--- config.mk ---
export PLATFORM = sky130hd
export DESIGN_NAME = tavg_alarm
export DESIGN_NICKNAME = d
export VERILOG_FILES = /design/src/rtl/tavg_pkg.sv /design/src/rtl/tavg_history.sv /design/src/rtl/tavg_gap_timer.sv /design/src/rtl/tavg_ctrl.sv /design/src/rtl/tavg_alarm.sv
export SDC_FILE = /design/constraint.sdc
export NUM_CORES = 1
export LEC_CHECK = 0
export BUFFER_PORTS_ARGS = -buffer_cell sky130_fd_sc_hd__buf_4
export CAP_MARGIN = 25
export CORE_MARGIN = 1
export CORE_UTILIZATION = 59
export DETAILED_ROUTE_END_ITERATION = 10
export GPL_TIMING_DRIVEN = 1
export PLACE_DENSITY = 0.78
export REMOVE_ABC_BUFFERS = 1
export SKIP_CTS_REPAIR_TIMING = 1
export SYNTH_ARGS = -nofsm -noshare
export SYNTH_HDL_FRONTEND = slang
export SYNTH_HIERARCHICAL = 1
export SYNTH_SLANG_ARGS = --single-unit
--- constraint.sdc ---
create_clock -name clk -period 11.2 [get_ports clk]
set_input_delay 1.12 -clock clk [delete_from_list [all_inputs] [get_ports clk]]
set_output_delay 1.12 -clock clk [all_outputs]
set_load 0.005 [all_outputs]
--- src/rtl/tavg_pkg.sv ---
package tavg_pkg;

    typedef enum logic [2:0] {
        ST_INIT    = 3'd0,
        ST_CLEAR   = 3'd1,
        ST_SAMPLE  = 3'd2,
        ST_ALM_ON  = 3'd3,
        ST_ALM_OFF = 3'd4
    } ctl_state_e;

endpackage

--- src/rtl/tavg_history.sv ---
module tavg_history #(
    parameter int W    = 32,
    parameter int TAPS = 4
) (
    input  logic         clk,
    input  logic         rst,
    input  logic         zero_i,
    input  logic         shift_i,
    input  logic [W-1:0] sample_i,
    output logic [W-1:0] avg_next_o,
    output logic [W-1:0] avg_o
);
    localparam int SHIFT = $clog2(TAPS);
    localparam int SW    = W + SHIFT;

    typedef struct packed {
        logic [TAPS-1:0][W-1:0] tap;
        logic [W-1:0]           avg;
    } hist_t;

    hist_t         h_d, h_q;
    logic [SW-1:0] sum;

    always_comb begin
        sum = '0;
        for (int i = 0; i < TAPS; i++) begin
            sum = sum + SW'(h_q.tap[i]);
        end
        avg_next_o = W'(sum >> SHIFT);

        h_d = h_q;
        if (zero_i) begin
            h_d = '0;
        end else if (shift_i) begin
            h_d.tap[0] = sample_i;
            for (int i = 1; i < TAPS; i++) begin
                h_d.tap[i] = h_q.tap[i-1];
            end
            h_d.avg = avg_next_o;
        end
    end

    always_ff @(posedge clk) begin
        if (rst) h_q <= '0;
        else     h_q <= h_d;
    end

    assign avg_o = h_q.avg;

    // zeroing clears all history and the average
    a_r2_zeroed: assert property (@(posedge clk) disable iff (rst)
        zero_i |=> (h_q == '0));

    // the new reading enters slot 0
    a_r3_enter: assert property (@(posedge clk) disable iff (rst)
        (shift_i && !zero_i) |=> (h_q.tap[0] == $past(sample_i)));

    // each slot takes its neighbour's old value
    for (genvar g = 1; g < TAPS; g++) begin : g_shift_chk
        a_r3_shift: assert property (@(posedge clk) disable iff (rst)
            (shift_i && !zero_i) |=> (h_q.tap[g] == $past(h_q.tap[g-1])));
    end

    // without a sample or zero, nothing in the history moves
    a_r7_hold_hist: assert property (@(posedge clk) disable iff (rst)
        (!shift_i && !zero_i) |=> $stable(h_q));

endmodule

--- src/rtl/tavg_gap_timer.sv ---
module tavg_gap_timer #(
    parameter int GAP = 4
) (
    input  logic clk,
    input  logic rst,
    input  logic load_i,
    output logic done_o
);
    localparam int CW = (GAP > 2) ? $clog2(GAP) : 1;
    localparam logic [CW-1:0] RELOAD = CW'(GAP - 2);

    logic [CW-1:0] cnt_d, cnt_q;

    initial begin
        assert (GAP >= 2) else $error("GAP must be at least 2");
    end

    always_comb begin
        cnt_d = cnt_q;
        if (load_i)           cnt_d = RELOAD;
        else if (cnt_q != '0) cnt_d = cnt_q - 1'b1;
    end

    always_ff @(posedge clk) begin
        if (rst) cnt_q <= '0;
        else     cnt_q <= cnt_d;
    end

    assign done_o = (cnt_q == '0);

    // every sample restarts the interval
    a_r6_reload: assert property (@(posedge clk) disable iff (rst)
        load_i |=> (cnt_q == RELOAD));

endmodule

--- src/rtl/tavg_ctrl.sv ---
module tavg_ctrl
    import tavg_pkg::*;
#(
    parameter int W = 32
) (
    input  logic         clk,
    input  logic         rst,
    input  logic         clear_i,
    input  logic         done_i,
    input  logic [W-1:0] avg_next_i,
    input  logic [W-1:0] thresh_i,
    output logic         zero_o,
    output logic         shift_o,
    output logic         load_o,
    output logic         alarm_o
);
    typedef struct packed {
        ctl_state_e st;
    } ctl_t;

    ctl_t ctl_d, ctl_q;
    logic at_or_above;

    always_comb begin
        at_or_above = (avg_next_i >= thresh_i);
        ctl_d   = ctl_q;
        zero_o  = 1'b0;
        shift_o = 1'b0;
        load_o  = 1'b0;
        unique case (ctl_q.st)
            ST_INIT: begin
                zero_o   = 1'b1;
                ctl_d.st = clear_i ? ST_CLEAR : ST_SAMPLE;
            end
            ST_CLEAR: begin
                ctl_d.st = clear_i ? ST_CLEAR : ST_INIT;
            end
            ST_SAMPLE: begin
                if (clear_i) begin
                    ctl_d.st = ST_CLEAR;
                end else begin
                    shift_o  = 1'b1;
                    load_o   = 1'b1;
                    ctl_d.st = at_or_above ? ST_ALM_ON : ST_ALM_OFF;
                end
            end
            ST_ALM_ON, ST_ALM_OFF: begin
                if (clear_i)     ctl_d.st = ST_CLEAR;
                else if (done_i) ctl_d.st = ST_SAMPLE;
            end
            default: ctl_d.st = ST_INIT;
        endcase
    end

    always_ff @(posedge clk) begin
        if (rst) ctl_q.st <= ST_INIT;
        else     ctl_q <= ctl_d;
    end

    assign alarm_o = (ctl_q.st == ST_ALM_ON);

    // clear wins from any state
    a_r7_clear_enter: assert property (@(posedge clk) disable iff (rst)
        clear_i |=> (ctl_q.st == ST_CLEAR && !alarm_o));

    // initialisation leads to sampling
    a_r2_init_next: assert property (@(posedge clk) disable iff (rst)
        (ctl_q.st == ST_INIT && !clear_i) |=> (ctl_q.st == ST_SAMPLE));

    // the alarm after a sample follows the comparison
    a_r5_decision: assert property (@(posedge clk) disable iff (rst)
        (ctl_q.st == ST_SAMPLE && !clear_i) |=> (alarm_o == $past(at_or_above)));

    // waiting states hold until the timer expires
    a_r6_hold: assert property (@(posedge clk) disable iff (rst)
        ((ctl_q.st == ST_ALM_ON || ctl_q.st == ST_ALM_OFF) && !clear_i && !done_i)
            |=> $stable(ctl_q.st));

endmodule

--- src/rtl/tavg_alarm.sv ---
module tavg_alarm #(
    parameter int W          = 32,
    parameter int TAPS       = 4,
    parameter int GAP_CYCLES = 4
) (
    input  logic         clk,
    input  logic         rst,
    input  logic [W-1:0] temp_i,
    input  logic [W-1:0] thresh_i,
    input  logic         clear_i,
    output logic         alarm_o
);
    logic         zero, shift, load, done;
    logic [W-1:0] avg_next, avg_q;

    tavg_ctrl #(.W(W)) u_ctrl (
        .clk        (clk),
        .rst        (rst),
        .clear_i    (clear_i),
        .done_i     (done),
        .avg_next_i (avg_next),
        .thresh_i   (thresh_i),
        .zero_o     (zero),
        .shift_o    (shift),
        .load_o     (load),
        .alarm_o    (alarm_o)
    );

    tavg_history #(.W(W), .TAPS(TAPS)) u_hist (
        .clk        (clk),
        .rst        (rst),
        .zero_i     (zero),
        .shift_i    (shift),
        .sample_i   (temp_i),
        .avg_next_o (avg_next),
        .avg_o      (avg_q)
    );

    tavg_gap_timer #(.GAP(GAP_CYCLES)) u_gap (
        .clk    (clk),
        .rst    (rst),
        .load_i (load),
        .done_o (done)
    );

    // a rising alarm is backed by the stored mean
    a_r5_rise_backed: assert property (@(posedge clk) disable iff (rst)
        $rose(alarm_o) |-> (avg_q >= $past(thresh_i)));

    // reset leaves the alarm low
    a_r1_reset_quiet: assert property (@(posedge clk)
        rst |=> !alarm_o);

endmodule

==> results.py, run 1 <==
metrics = {
    "layout": {
        "synthToLayoutAreaGrowth_pct": 13.2,
        "stdcell_area_mm2": 0.0105,
        "nNetsFinal": 1291,
        "layout-drive-gt1-share_pct": 11.3,
        "diodes": 0,
        "final_cell_mix": "221 x inv_1, 148 x nor2_1, 133 x dfxtp_1",
        "final_common_cell": "inv_1",
    },
    "global_route": {
        "gr-total-overflow": 0,
        "antenna_found_initial": 0,
        "grt_pass1_vias": 6605,
        "grt_start_max_net_pins": 68,
        "grt_usage_pct": 22.8,
        "grt_pass1_wl_mm": 29.6,
    },
    "worst_setup_path": {
        "worstPathArrival_ns": 5.59,
        "r2r_slack_ns": 5.95,
        "r2r-start": "u_hist/h_q[33]",
        "cp_top_family": "adder cells",
        "worstRegToRegCells": 20,
        "crit_buf_inv": 2,
        "cp_cell_sequence": "inv_1, fa_1, inv_1, fa_1, and3b_1, fa_1, a21o_1, a221oi_2, or4_4, a21oi_2, nor4_2, nor3_1, a211oi_1, nor2_1, ha_1, nand4_1, nor2_1, a221o_1, or4b_1, o21ai_1",
        "crit_fanout": 4,
        "required_ns": 11.55,
        "path_class": "flip-flop to flip-flop",
        "regToRegEndpoint": "u_ctrl/ctl_q[2]",
        "start_kind": "flip-flop",
        "path_common_cell": "fa_1",
        "cp_slowest_stage_delay_ns": 0.54,
        "crit_slowest_cell": "fa_1",
        "worst_setup_path_end_kind": "flip-flop",
    },
    "clock_network": {
        "ctsLongestPathBuffers": 2,
        "clock_latency_ns": 0.42,
        "htreeDepth": 4,
        "numClockSinks": 133,
        "clkTransAtPathRegs_ns": 0.06,
        "cts_root_buffer": "clkbuf_16",
        "cts_inserted_buffers": 17,
        "cts_tree": "built",
    },
    "power_and_ir_drop": {
        "internal_power_mw": 0.866,
        "power_switching_mw": 0.237,
        "p_clk_share_pct": 50.2,
        "seq_power_share_pct": 43.2,
        "powerDensity_mw_per_mm2": 105,
        "p_total_mw": 1.10,
        "power_switching_share_pct": 21.5,
        "comb_power_share_pct": 6.6,
        "p_leak_nw": 4.36,
        "ir_worst_vdd_v": 0.000113,
    },
    "synth": {
        "synth_warnings": 6,
        "syn_area_mm2": 0.00925,
        "synthCells": 1054,
        "synthesis.area_per_instance_um2": 8.78,
    },
    "placement": {
        "hpwl_mm": 12.5,
        "gp_congestion": 0.871,
        "numPortBuffers": 67,
        "placed_area_mm2": 0.00987,
    },
    "sta": {
        "post-route-period-util_pct": 46.8,
        "tightest_slew_ns": 1.02,
        "setup_viol": 0,
        "period_minus_slack_ns": 5.25,
        "rsz0062_at_grt": "no",
        "final.setup.tns_ns": 0,
        "slew_headroom_pct": 31.8,
        "hold_viol": 0,
        "timing.fmax_mhz": 191,
        "slew_viol_final": 0,
        "skew_ns": 0.00858,
    },
    "worst_hold_path": {
        "worst_hold_path.num_cells": 1,
        "hold_path_class": "flip-flop to flip-flop",
        "hold_end": "u_gap/cnt_q[0]",
        "hold_start": "u_gap/cnt_q[0]",
    },
    "floorplanning": {
        "start_util_pct": 60.6,
        "die_w_um": 127,
        "core_area_mm2": 0.0153,
        "dieArea_mm2": 0.0162,
        "rows": 45,
        "ios": 68,
        "die_height_um": 127,
    },
    "outcome": {
        "outcome": "finished, final reports clean",
    },
    "route": {
        "dr.first_iter.drc_count": 335,
        "post_drt_wl_per_cell_um": 12.9,
        "via_per_inst": 5.09,
        "ant_nets": 0,
        "drt-total-wl_mm": 17.0,
        "dr.pass1.iters": 4,
        "num_vias": 6718,
        "drcViolationCount": 0,
    },
    "job": {
        "drv_cap": 0,
    },
}
## how the worst max path moves through the flow
stage / from / end / slack [ns] / cells after the start
after global routing: u_hist/h_q[33] / u_ctrl/ctl_q[2] / 5.59 / 20
after floorplan: clear_i / u_ctrl/ctl_q[2] / 2.31 / 4
after detailed placement: u_hist/h_q[33] / u_ctrl/ctl_q[2] / 5.96 / 20
after CTS: u_hist/h_q[33] / u_ctrl/ctl_q[2] / 5.95 / 20
final: u_hist/h_q[33] / u_ctrl/ctl_q[2] / 5.95 / 20
after global placement: u_hist/h_q[33] / u_ctrl/ctl_q[2] / 6.12 / 20
## per-layer routing
| layer | vias to the layer above | track usage [%] | part of all wire [%] |
|---|---|---|---|
| met1 | 3148 | 29.3 | 48 |
| li1 | 3451 | - | - |
| met5 | - | 0 | 0 |
| met4 | 0 | 7.98 | 1.7 |
| met2 | 98 | 38.6 | 48 |
| met3 | 21 | 4.23 | 2.8 |
## final cells by class
cell class	count	area, µm²
Clock inverter	7	93.8
Clock buffer	25	505
Inverter	221	830
Tap cell	211	264
Multi-Input combinational cell	653	5580
Timing Repair Buffer	71	533
Sequential cell	133	2660
Fill cell	1226	4790
## registers in the layout, indices dropped and copies added, names as in the netlist
name / cells
u_ctrl/ctl_q: 3
u_hist/h_q: 128
u_gap/cnt_q: 2
## power by group through the flow
stage,Sequential [mW],Combinational [mW],Clock (mW)
4_1_cts,0.477,0.0735,0.566
2_1_floorplan,0.487,0.0521,0
5_1_grt,0.477,0.0802,0.587
6_report,0.477,0.0728,0.553
3_3_place_gp,0.487,0.0724,0
3_5_place_dp,0.487,0.0731,0
## worst reg2reg max path, cell delays in order, from the launching register on
cell and delay (ns):
dfxtp_1 0.35, inv_1 0.07, fa_1 0.54, inv_1 0.06, fa_1 0.47, and3b_1 0.19
fa_1 0.40, a21o_1 0.23, a221oi_2 0.34, or4_4 0.22, a21oi_2 0.07, nor4_2 0.35
nor3_1 0.11, a211oi_1 0.24, nor2_1 0.06, ha_1 0.28, nand4_1 0.15, nor2_1 0.06
a221o_1 0.32, or4b_1 0.53, o21ai_1 0.14
## stage by stage
step	setup WS (ns)	instances	utilization [%]	hold slack, ns
2_1_floorplan	2.31	1007	-	0.435
3_3_place_gp	6.12	1289	64.7	0.450
3_5_place_dp	5.96	1289	64.7	0.469
4_1_cts	5.95	1321	68.6	0.474
5_1_grt	5.59	1321	68.6	0.498
6_report	5.95	1321	68.6	0.473
Power figures use the tool's default switching activity.
==> run 2: changes to the inputs <==
- CORE_UTILIZATION: 59 -> 56
- PLACE_DENSITY: 0.78 -> 0.77
- clock period: 11.2 -> 4.6 ns (I/O delays scaled with it)
==> run 2 against run 1 <==
  * The run now ends with negative setup slack left
  * Clock power is 150% higher
  * Sequential share of layout area down 2.6 points
  * Count of clock-buffer cells in the layout fell by 1
==> results.py, run 2 (synthesized netlist as in run 1, its figures left out) <==
metrics = {
    "power_and_ir_drop": {
        "comb_power_share_pct": 7.1,
        "power_switching_share_pct": 22.2,
        "ir_worst_vdd_v": 0.000262,
        "p_clk_share_pct": 50.2,
        "p_leak_nw": 5.14,
        "seq_power_share_pct": 42.7,
        "powerDensity_mw_per_mm2": 233,
        "internal_power_mw": 2.12,
        "power_switching_mw": 0.604,
        "p_total_mw": 2.72,
    },
    "worst_setup_path": {
        "r2r-start": "u_hist/h_q[42]",
        "worst-path-stages": 20,
        "critPathCapture": "u_ctrl/ctl_q[2]",
        "start_kind": "flip-flop",
        "startpoint": "u_hist/h_q[42]",
        "cp_top_family": "adder cells",
        "r2r_slack_ns": -0.26,
        "worstRegToRegCells": 20,
        "required_ns": 4.95,
        "regToRegEndpoint": "u_ctrl/ctl_q[2]",
        "crit_buf_inv": 4,
        "cp_slowest_stage_delay_ns": 0.52,
        "worst_setup_path_end_kind": "flip-flop",
        "crit_fanout": 4,
        "worstPathArrival_ns": 5.21,
        "crit_slowest_cell": "or4b_1",
        "cp_cell_sequence": "inv_1, fa_1, fa_1, inv_1, ha_1, buf_4, a211oi_1, o21ai_0, a21oi_1, buf_4, a21oi_4, or3_4, a21boi_2, xnor2_1, ha_1, nand4_1, nor2_1, a221o_1, or4b_1, o21ai_1",
        "path_class": "flip-flop to flip-flop",
    },
    "layout": {
        "reg.largest.list": "u_hist/h_q (128), u_ctrl/ctl_q (3), u_gap/cnt_q (2)",
        "final_common_cell": "inv_1",
        "final_util_pct": 73.0,
        "nFillCells": 1220,
        "diodes": 0,
        "synthToLayoutAreaGrowth_pct": 26.3,
        "stdcell_area_mm2": 0.0117,
        "layout-drive-gt1-share_pct": 23.2,
        "nNetsFinal": 1433,
        "regMostFlops": "u_hist/h_q",
        "stdcell_count": 1468,
        "largest_reg_flops": 128,
        "final_cell_mix": "220 x inv_1, 213 x buf_4, 147 x nor2_1",
    },
    "route": {
        "ant_nets": 0,
        "post_drt_wl_per_cell_um": 13.5,
        "drcViolationCount": 0,
        "num_vias": 7481,
        "drt-total-wl_mm": 19.8,
        "dr.first_iter.drc_count": 398,
        "via_per_inst": 5.10,
        "dr.pass1.iters": 5,
    },
    "floorplanning": {
        "core_area_mm2": 0.0160,
        "dieArea_mm2": 0.0170,
        "ios": 68,
        "die_height_um": 131,
        "start_util_pct": 57.8,
        "die_w_um": 131,
        "rows": 46,
    },
    "placement": {
        "numPortBuffers": 67,
        "hpwl_mm": 14.5,
        "placed_area_mm2": 0.0109,
        "dp_slack_ns": -0.379,
        "dp_cells": 1433,
        "gp_congestion": 0.883,
    },
    "global_route": {
        "antenna_found_initial": 0,
        "gr-total-overflow": 0,
        "grt_start_max_net_pins": 86,
        "grt_pass1_vias": 7530,
        "grt_pass1_wl_mm": 33.0,
        "grt_usage_pct": 24.7,
    },
    "sta": {
        "hold_viol": 0,
        "fin_hold_ws_ns": 0.256,
        "finalWorstSetupSlack_ns": -0.261,
        "timing.fmax_mhz": 206,
        "rsz0062_at_grt": "yes",
        "tightest_slew_ns": 0.987,
        "skew_ns": 0.00565,
        "setup_viol": 3,
        "period_minus_slack_ns": 4.86,
        "slew_headroom_pct": 34.2,
        "post-route-period-util_pct": 106,
        "slew_viol_final": 0,
        "final.setup.tns_ns": -0.762,
    },
    "outcome": {
        "violations": "negative setup slack",
        "outcome": "finished, violations left",
    },
    "clock_network": {
        "ctsLongestPathBuffers": 2,
        "numClockSinks": 133,
        "cts_tree": "built",
        "htreeDepth": 4,
        "clock_latency_ns": 0.42,
        "cts_inserted_buffers": 17,
        "cts_root_buffer": "clkbuf_16",
        "clkTransAtPathRegs_ns": 0.05,
    },
    "worst_hold_path": {
        "hold_path_class": "primary input to flip-flop",
    },
    "job": {
        "drv_cap": 0,
    },
}
[run 2: layout make-up]
class / count / area, µm² / share of cell area, %
Timing Repair Buffer: 213 / 1600 / 13.7
Multi-Input combinational cell: 653 / 5720 / 49.0
Sequential cell: 133 / 2670 / 22.8
Inverter: 221 / 830 / 7.10
Clock buffer: 24 / 502 / 4.30
Clock inverter: 8 / 96.3 / 0.825
Tap cell: 216 / 270 / 2.31
[run 2: metal layers]
metal	track usage (%)	wire length, µm	up-vias
met5	0	0	-
met4	11.2	580	0
met3	4.36	736	49
met2	44.5	9990	150
met1	28.6	8530	3536
li1	-	-	3746
[run 2: how the worst min path moves through the flow]
stage | from | endpoint | slack, ns | depth (start not counted)
2_1_floorplan | u_gap/cnt_q[0] | u_gap/cnt_q[0] | 0.43 | 1
3_3_place_gp | u_gap/cnt_q[0] | u_gap/cnt_q[0] | 0.45 | 1
3_5_place_dp | u_gap/cnt_q[0] | u_gap/cnt_q[0] | 0.46 | 1
4_1_cts | rst | u_gap/cnt_q[0] | 0.24 | 2
5_1_grt | rst | u_gap/cnt_q[0] | 0.25 | 2
6_report | rst | u_gap/cnt_q[0] | 0.26 | 2
[run 2: power groups by stage]
stage	Clock (mW)	Combinational, mW	Sequential [mW]
3_5_place_dp	0	0.189	1.19
5_1_grt	1.44	0.211	1.16
4_1_cts	1.40	0.191	1.16
3_3_place_gp	0	0.187	1.19
6_report	1.37	0.193	1.16
2_1_floorplan	0	0.127	1.18
[run 2: worst register-to-register path: stages (launching register included)]
cell	delay [ns]
dfxtp_1	0.32
inv_1	0.06
fa_1	0.51
fa_1	0.51
inv_1	0.04
ha_1	0.35
buf_4	0.17
a211oi_1	0.18
o21ai_0	0.13
a21oi_1	0.20
buf_4	0.17
a21oi_4	0.07
or3_4	0.35
a21boi_2	0.14
xnor2_1	0.09
ha_1	0.32
nand4_1	0.16
nor2_1	0.06
a221o_1	0.32
or4b_1	0.52
o21ai_1	0.12
==> run 3: changes to the inputs <==
- CELL_PAD_IN_SITES_DETAIL_PLACEMENT: not set -> 1
- CELL_PAD_IN_SITES_GLOBAL_PLACEMENT: not set -> 2
- CORE_ASPECT_RATIO: not set -> 2
- CORE_UTILIZATION: 56 -> 35
- PLACE_DENSITY: 0.77 -> not set
- PLACE_DENSITY_LB_ADDON: not set -> 0.1
- SLEW_MARGIN: not set -> 20
==> run 3 against run 2 <==
  * Combinational power rose by 5%
  * First-iteration DRC count fell by 56%
  * Non-clock buffer count rose by 23
  * Sequential cell count did not move
  * Hold slack improved by 0.0031 ns
  * Worst setup slack got worse by 0.10 ns
  * The flow still finishes with violations (negative setup slack)
  * Via count rose by 0.87%
  * Sequential share of layout area fell by 0.77 points
  * Count of clock-buffer cells in the layout fell by 2
  * Final area rose by 3.5%
  * Global-route usage fell by 5.9 points
==> results.py, run 3 (synthesized netlist as in run 1, its figures left out) <==
metrics = {
    "clock_network": {
        "htreeDepth": 4,
        "clkTransAtPathRegs_ns": 0.06,
        "cts_root_buffer": "clkbuf_16",
        "numClockSinks": 133,
        "clock_latency_ns": 0.43,
        "cts_tree": "built",
        "ctsLongestPathBuffers": 2,
        "cts_inserted_buffers": 17,
    },
    "floorplanning": {
        "core_area_mm2": 0.0259,
        "start_util_pct": 35.8,
        "die_height_um": 232,
        "die_w_um": 117,
        "ios": 68,
        "dieArea_mm2": 0.0271,
        "rows": 83,
    },
    "worst_hold_path": {
        "hold_path_class": "primary input to flip-flop",
    },
    "layout": {
        "seq_area_mm2": 0.00267,
        "nNetsFinal": 1456,
        "final_cell_mix": "230 x buf_4, 220 x inv_1, 147 x nor2_1",
        "multi_input_area_mm2": 0.00577,
        "final_util_pct": 46.8,
        "stdcell_area_mm2": 0.0121,
        "final_common_cell": "buf_4",
        "layout-drive-gt1-share_pct": 25.5,
        "regMostFlops": "u_hist/h_q",
        "synthToLayoutAreaGrowth_pct": 30.7,
        "diodes": 0,
        "largest_reg_flops": 128,
        "reg.largest.list": "u_hist/h_q (128), u_ctrl/ctl_q (3), u_gap/cnt_q (2)",
        "nFillCells": 3044,
    },
    "route": {
        "wl_met2_mm": 13.9,
        "via_per_inst": 4.68,
        "wl_met3_um": 395,
        "post_drt_wl_per_cell_um": 14.5,
        "drcViolationCount": 0,
        "ant_nets": 0,
        "num_vias": 7546,
        "drt-total-wl_mm": 23.4,
        "dr.pass1.iters": 4,
        "dr.first_iter.drc_count": 175,
        "m1WireLength_mm": 8.72,
        "highest_layer": "met4",
    },
    "sta": {
        "rsz0062_at_grt": "yes",
        "timing.fmax_mhz": 201,
        "skew_ns": 0.00630,
        "slew_viol_final": 0,
        "slew_headroom_pct": 46.9,
        "fin_hold_ws_ns": 0.259,
        "setup_viol": 3,
        "finalWorstSetupSlack_ns": -0.365,
        "tightest_slew_ns": 0.796,
        "hold_viol": 0,
        "post-route-period-util_pct": 108,
        "period_minus_slack_ns": 4.97,
    },
    "outcome": {
        "violations": "negative setup slack",
        "outcome": "finished, violations left",
    },
    "power_and_ir_drop": {
        "p_leak_nw": 5.27,
        "comb_power_share_pct": 7.5,
        "power_switching_share_pct": 23.2,
        "powerDensity_mw_per_mm2": 225,
        "seq_power_share_pct": 42.7,
        "internal_power_mw": 2.09,
        "p_clk_share_pct": 49.8,
        "power_switching_mw": 0.631,
        "ir_worst_vdd_v": 0.000229,
    },
    "worst_setup_path": {
        "worstPathArrival_ns": 5.33,
        "path_class": "flip-flop to flip-flop",
        "required_ns": 4.97,
        "worst_setup_path_end_kind": "flip-flop",
        "start_kind": "flip-flop",
        "crit_fanout": 3,
    },
    "placement": {
        "numPortBuffers": 67,
        "hpwl_mm": 18.5,
        "gp_congestion": 0.786,
        "dp_slack_ns": -0.556,
        "placed_area_mm2": 0.0113,
    },
    "global_route": {
        "grt_start_max_net_pins": 67,
        "gr-total-overflow": 0,
        "antenna_found_initial": 0,
        "grt_pass1_vias": 8466,
        "grt_usage_pct": 18.8,
        "grt_pass1_wl_mm": 38.9,
    },
    "job": {
        "drv_cap": 0,
    },
}
run 3: worst paths after layout:
check / from / end / slack (ns) / cells past startpoint
max: u_hist/h_q[33] / u_ctrl/ctl_q[2] / -0.37 / 19
min: temp_i[22] / u_hist/h_q[54] / 0.26 / 3
max reg2reg: u_hist/h_q[33] / u_ctrl/ctl_q[2] / -0.37 / 19
min reg2reg: u_gap/cnt_q[0] / u_gap/cnt_q[0] / 0.47 / 1
run 3: cell type report:
cell class	instances	area share, %
timing repair buffer	236	15.1
tap	340	3.52
clock inverter	8	0.838
multi-input combinational	653	47.7
sequential	133	22.0
inverter	221	6.86
clock buffer	22	3.92
run 3: worst max-delay path, stage by stage, from the launching register on:
cell and delay (ns):
dfxtp_2 0.33, inv_2 0.04, fa_1 0.53, inv_1 0.05, fa_1 0.44, and3b_2 0.24, fa_2 0.40, a21o_1 0.20
a221oi_2 0.30, or4_4 0.22, a21oi_4 0.06, or3_4 0.35, a21boi_2 0.16, xnor2_1 0.13, ha_1 0.26, nand4_1 0.14
nor2_1 0.06, a221o_1 0.33, or4b_4 0.52, o21ai_2 0.13
run 3: through the flow:
stage | setup TNS, ns | instances | total power [mW]
after floorplan | -487.34 | 1007 | 1.31
after global placement | -1.66 | 1579 | 1.39
after detailed placement | -1.66 | 1580 | 1.39
after CTS | -1.71 | 1610 | 2.78
after global routing | -1.54 | 1613 | 2.83
final | -0.940 | 1613 | 2.72
run 3: per-layer routing:
layer / GRT usage (%) / vias to the layer above
li1: - / 3767
met1: 18.1 / 3694
met2: 38.1 / 63
met3: 2.90 / 22
met4: 6.92 / 0
met5: 0 / -
run 3: power by group through the flow:
stage          Clock (mW)  Combinational, mW  Sequential (mW)
2_1_floorplan           0              0.127             1.18
3_3_place_gp            0              0.201             1.19
3_5_place_dp            0              0.204             1.19
4_1_cts              1.41              0.205             1.16
5_1_grt              1.45              0.224             1.16
6_report             1.35              0.203             1.16
